[src/rtl/mchan_evt_irq.sv]
module mchan_evt_irq #(
  parameter int NUM_CH = 10,
  parameter int EVT_W  = 6,
  parameter int LANE_W = 8,
  parameter int DATA_W = 32,
  parameter int ADDR_W = 4
) (
  input  logic                    clk,
  input  logic                    rst_n,
  input  logic [NUM_CH*EVT_W-1:0] evt_i,
  input  logic                    bus_wr,
  input  logic [ADDR_W-1:0]       bus_addr,
  input  logic [DATA_W-1:0]       bus_wdata,
  output logic [DATA_W-1:0]       bus_rdata,
  output logic                    irq
);
  localparam int LANES    = DATA_W / LANE_W;
  localparam int NUM_REG  = (NUM_CH + LANES - 1) / LANES;
  localparam int ENA_BASE = 0;
  localparam int CLR_BASE = NUM_REG;
  localparam int RAW_BASE = 2 * NUM_REG;
  localparam int MSK_BASE = 3 * NUM_REG;
  localparam int PEN_ADDR = 4 * NUM_REG;

  logic [NUM_CH-1:0][EVT_W-1:0] raw_q, en_q, msk;
  logic [NUM_CH-1:0]            pen_q, ch_irq;

  for (genvar c = 0; c < NUM_CH; c++) begin : g_ch
    localparam int R   = c / LANES;
    localparam int OFF = (c % LANES) * LANE_W;
    wire en_hit  = bus_wr && (bus_addr == ADDR_W'(ENA_BASE + R));
    wire clr_hit = bus_wr && (bus_addr == ADDR_W'(CLR_BASE + R));
    wire [EVT_W-1:0] clr_bits = clr_hit ? bus_wdata[OFF +: EVT_W] : '0;

    always_ff @(posedge clk or negedge rst_n) begin
      if (!rst_n) begin
        raw_q[c] <= '0;
        en_q[c]  <= '0;
      end else begin
        raw_q[c] <= (raw_q[c] & ~clr_bits) | evt_i[c*EVT_W +: EVT_W];
        if (en_hit) en_q[c] <= bus_wdata[OFF +: EVT_W];
      end
    end

    assign msk[c]    = raw_q[c] & en_q[c];
    assign ch_irq[c] = pen_q[c] && (|msk[c]);
  end

  always_ff @(posedge clk or negedge rst_n) begin
    if (!rst_n)
      pen_q <= '0;
    else if (bus_wr && bus_addr == ADDR_W'(PEN_ADDR))
      pen_q <= bus_wdata[NUM_CH-1:0];
  end

  assign irq = |ch_irq;

  logic [NUM_REG-1:0][DATA_W-1:0] en_v, raw_v, msk_v;

  always_comb begin
    en_v  = '0;
    raw_v = '0;
    msk_v = '0;
    for (int c = 0; c < NUM_CH; c++) begin
      en_v[c / LANES][(c % LANES) * LANE_W +: EVT_W]  = en_q[c];
      raw_v[c / LANES][(c % LANES) * LANE_W +: EVT_W] = raw_q[c];
      msk_v[c / LANES][(c % LANES) * LANE_W +: EVT_W] = msk[c];
    end
  end

  always_comb begin
    bus_rdata = '0;
    for (int r = 0; r < NUM_REG; r++) begin
      if (bus_addr == ADDR_W'(ENA_BASE + r)) bus_rdata = en_v[r];
      if (bus_addr == ADDR_W'(RAW_BASE + r)) bus_rdata = raw_v[r];
      if (bus_addr == ADDR_W'(MSK_BASE + r)) bus_rdata = msk_v[r];
    end
    if (bus_addr == ADDR_W'(PEN_ADDR)) bus_rdata = DATA_W'(pen_q);
  end
endmodule

[config.mk]
export PLATFORM = sky130hd
export DESIGN_NAME = mchan_evt_irq
export DESIGN_NICKNAME = d
export VERILOG_FILES = /design/src/rtl/mchan_evt_irq.sv
export SDC_FILE = /design/constraint.sdc
export NUM_CORES = 1
export LEC_CHECK = 0
export ABC_AREA = 1
export BUFFER_PORTS_ARGS = -buffer_cell sky130_fd_sc_hd__buf_2
export CAP_MARGIN = 25
export CORE_MARGIN = 3
export CORE_UTILIZATION = 40
export CTS_BUF_LIST = sky130_fd_sc_hd__clkbuf_4 sky130_fd_sc_hd__clkbuf_8
export CTS_CLUSTER_DIAMETER = 100
export DETAILED_ROUTE_END_ITERATION = 10
export GPL_TIMING_DRIVEN = 0
export MAX_ROUTING_LAYER = met4
export SLEW_MARGIN = 10
export SYNTH_ARGS = -nofsm -noshare
export SYNTH_HDL_FRONTEND = slang
export SYNTH_SLANG_ARGS = --single-unit
[constraint.sdc]
create_clock -name clk -period 1.92 [get_ports clk]
set_input_delay 0.384 -clock clk [delete_from_list [all_inputs] [get_ports clk]]
set_output_delay 0.384 -clock clk [all_outputs]
set_load 0.02 [all_outputs]
==> out/metrics.cfg <==
[outcome]
outcome = finished, violations left
violations = setup timing

[timing]
fin_crit_sh_pct = 111.9
hold_viol = 0
worst_pin_slew_ns = 0.6663
period_needed_ns = 2.149
rsz0062_at_grt = true
slew_violations = 0
setup_slack_ns = -0.2292
relSlewSlack_pct = 55.58
final-setup-viol-count = 24
clock.fmax_mhz = 465.3
fin_skew_ns = 0
fin_setup_tns_ns = -1.523

[place]
gp_congestion = 0.9018
port_buffers = 119
dpl.hpwl_mm = 16.17
dpl-instance-area_sq_um = 7914

[clock_network]
cts_tree = built
numCtsBuffers = 17
clock_sinks = 130
clock_latency_ns = 0.45
clk_pin_slew_ns = 0.09
cts.path.max_buffers = 2
cts_htree_levels = 4
cts-root-buf = clkbuf_8

[global_routing]
grt_pass1_wl_mm = 37.08
groute.usage.overall_pct = 25.27
use_met2_pct = 38.31
grt_pass1_vias = 6935
busiest_layer = met2
grt_overflow = 0
antenna_found_initial = 0
use_met1_pct = 34.60
grt_max_degree = 67
grt_use_met3_pct = 5.663

[floorplanning]
die-area_sq_um = 19080
fp.dieH_microns = 138.1
rows = 47
initial_utilization_pct = 41.52
pin_count = 132
core_area_sq_um = 16820
die_x_microns = 138.1

[worst_setup_path]
start_kind = flop
critPathLaunch = en_q[38]
cp-end-kind = output pin
rr_startpoint = en_q[32]
critPathKind = reg2out
r2r_end = en_q[32]
reg2reg_slack_ns = 1.11
cp.required_ns = 1.54
critPathMaxFanout = 3
r2r_cells = 3
cp.arrival_ns = 1.77
crit_path_end = irq

[route]
drtIter0Drc = 674
dr_total_vias = 7317
first_pass_iters = 5
final_antenna_net_count = 0
wl_per_cell_microns = 16.65
via_per_inst = 5.167
drc = 0
wirelength_mm = 23.58

[finish]
fin_area_sq_um = 9533
final_common_cell = nand2_1
drive_gt1_share_pct = 28.34
finalNetCount = 1282
utilization_pct = 56.68
diodes = 0
final_cell_mix = nand2_1 (331), dfrtp_1 (130), o21ai_0 (120)
area_growth_syn_to_layout_pct = 36.52

[yosys]
ys_ff_latch = 130
synth_top_area_share_pct = 46.59
synth_largest_area_cell = dfrtp_1
synth_area_leaders = dfrtp_1 (47%), nand2_1 (20%), o21ai_0 (9.2%)
syn_area_sq_um = 6983
yosysUniqueCellTypes = 25
synthCells = 994
yosysWarnings = 0
avgSynthCellArea_sq_um = 7.025
seq_area_frac_synth_pct = 46.59

[run]
drv_cap = 0

[min_path]
hold_path.class = in2reg

[pwr]
cellLeakagePower_nw = 4.852
power_density_nw_per_um2 = 801.6
peakVddDrop_mv = 0.4358

area by class of cell:
type	instances	area, sq um
buffer	42	359.1
tap	220	275.3
clock inverter	12	181.4
fill	1647	7286
multi-input combinational	692	3417
clock buffer	20	262.8
timing repair buffer	165	1245
sequential	130	3253
inverter	135	539.3
synth_stat cells (all sizes together):
master  number
o22ai        4
clkbuf      15
a21oi       21
o21ai      143
nor2        46
nand2      377
conb         1
dfrtp      130
inv        135
nand3       41
buf         27
a211oi       2
nand4       29
or2          2
o21bai       9
o211ai       2
nor3        10
where the power goes:
part / switching (mW) / leakage, nW / internal [mW] / total [mW]
combinational: 0.981 / 3.22 / 0.702 / 1.68
clock: 1.14 / 0.212 / 1.48 / 2.63
sequential: 0.279 / 1.42 / 3.05 / 3.33
metrics by stage:
step | hold WS, ns | total power, mW | instances | worst slack [ns]
floorplan | 0.08841 | 4.145 | 999 | 0.06240
detailed placement | 0.4342 | 4.680 | 1339 | -0.5516
global placement | 0.4689 | 4.655 | 1338 | -1.391
finish | 0.1045 | 7.642 | 1416 | -0.2292
CTS | 0.08196 | 7.523 | 1402 | -0.2635
global route | 0.08564 | 8.032 | 1416 | -0.3258
per-layer routing:
metal  vias to the layer above  part of all wire (%)
met5                         -                     0
met4                         0                   1.6
met3                        38                   8.0
met2                       301                    47
met1                      3457                    44
li1                       3521                     -
how the worst min path moves through the flow:
stage / start / endpoint / slack (ns) / cells past startpoint
global placement: en_q[40] / en_q[40] / 0.47 / 2
CTS: evt_i[50] / raw_q[50] / 0.08 / 3
global route: evt_i[50] / raw_q[50] / 0.09 / 3
detailed placement: rst_n / raw_q[58] / 0.43 / 1
floorplan: rst_n / en_q[0] / 0.09 / 0
finish: evt_i[44] / raw_q[44] / 0.10 / 3
flip-flops by register name, summed over array words and instances (netlist names):
register and cells:
pen_q 10, en_q 60, raw_q 60
cells by family (layout without fill, tap and decap cells):
logic type	after synthesis	in the layout	synth area share [%]
AO/OA/AOI/OAI	181	181	13.51
flip-flops	130	130	46.59
AND/OR/NAND/NOR	505	505	29.65
other	1	6	0.05370
buffers and inverters	177	374	10.20
critical path, stage by stage, from the launching register on:
cell	delay (ns)
dfrtp_1	0.42
nand2_2	0.09
nand4_1	0.15
o21ai_2	0.21
nand2_2	0.09
a21oi_2	0.12
nand3_2	0.10
buf_6	0.14
repair_timing:
action                                  CTS  global route
endpoints found under the setup margin   27            26
resized for setup                       183            71
endpoints found under the hold margin    65             0
pin swaps                                46            68
hold buffers                              1             0
gates cloned                              6             0
setup buffers                            24            14
(Power assumes the default switching activity.)
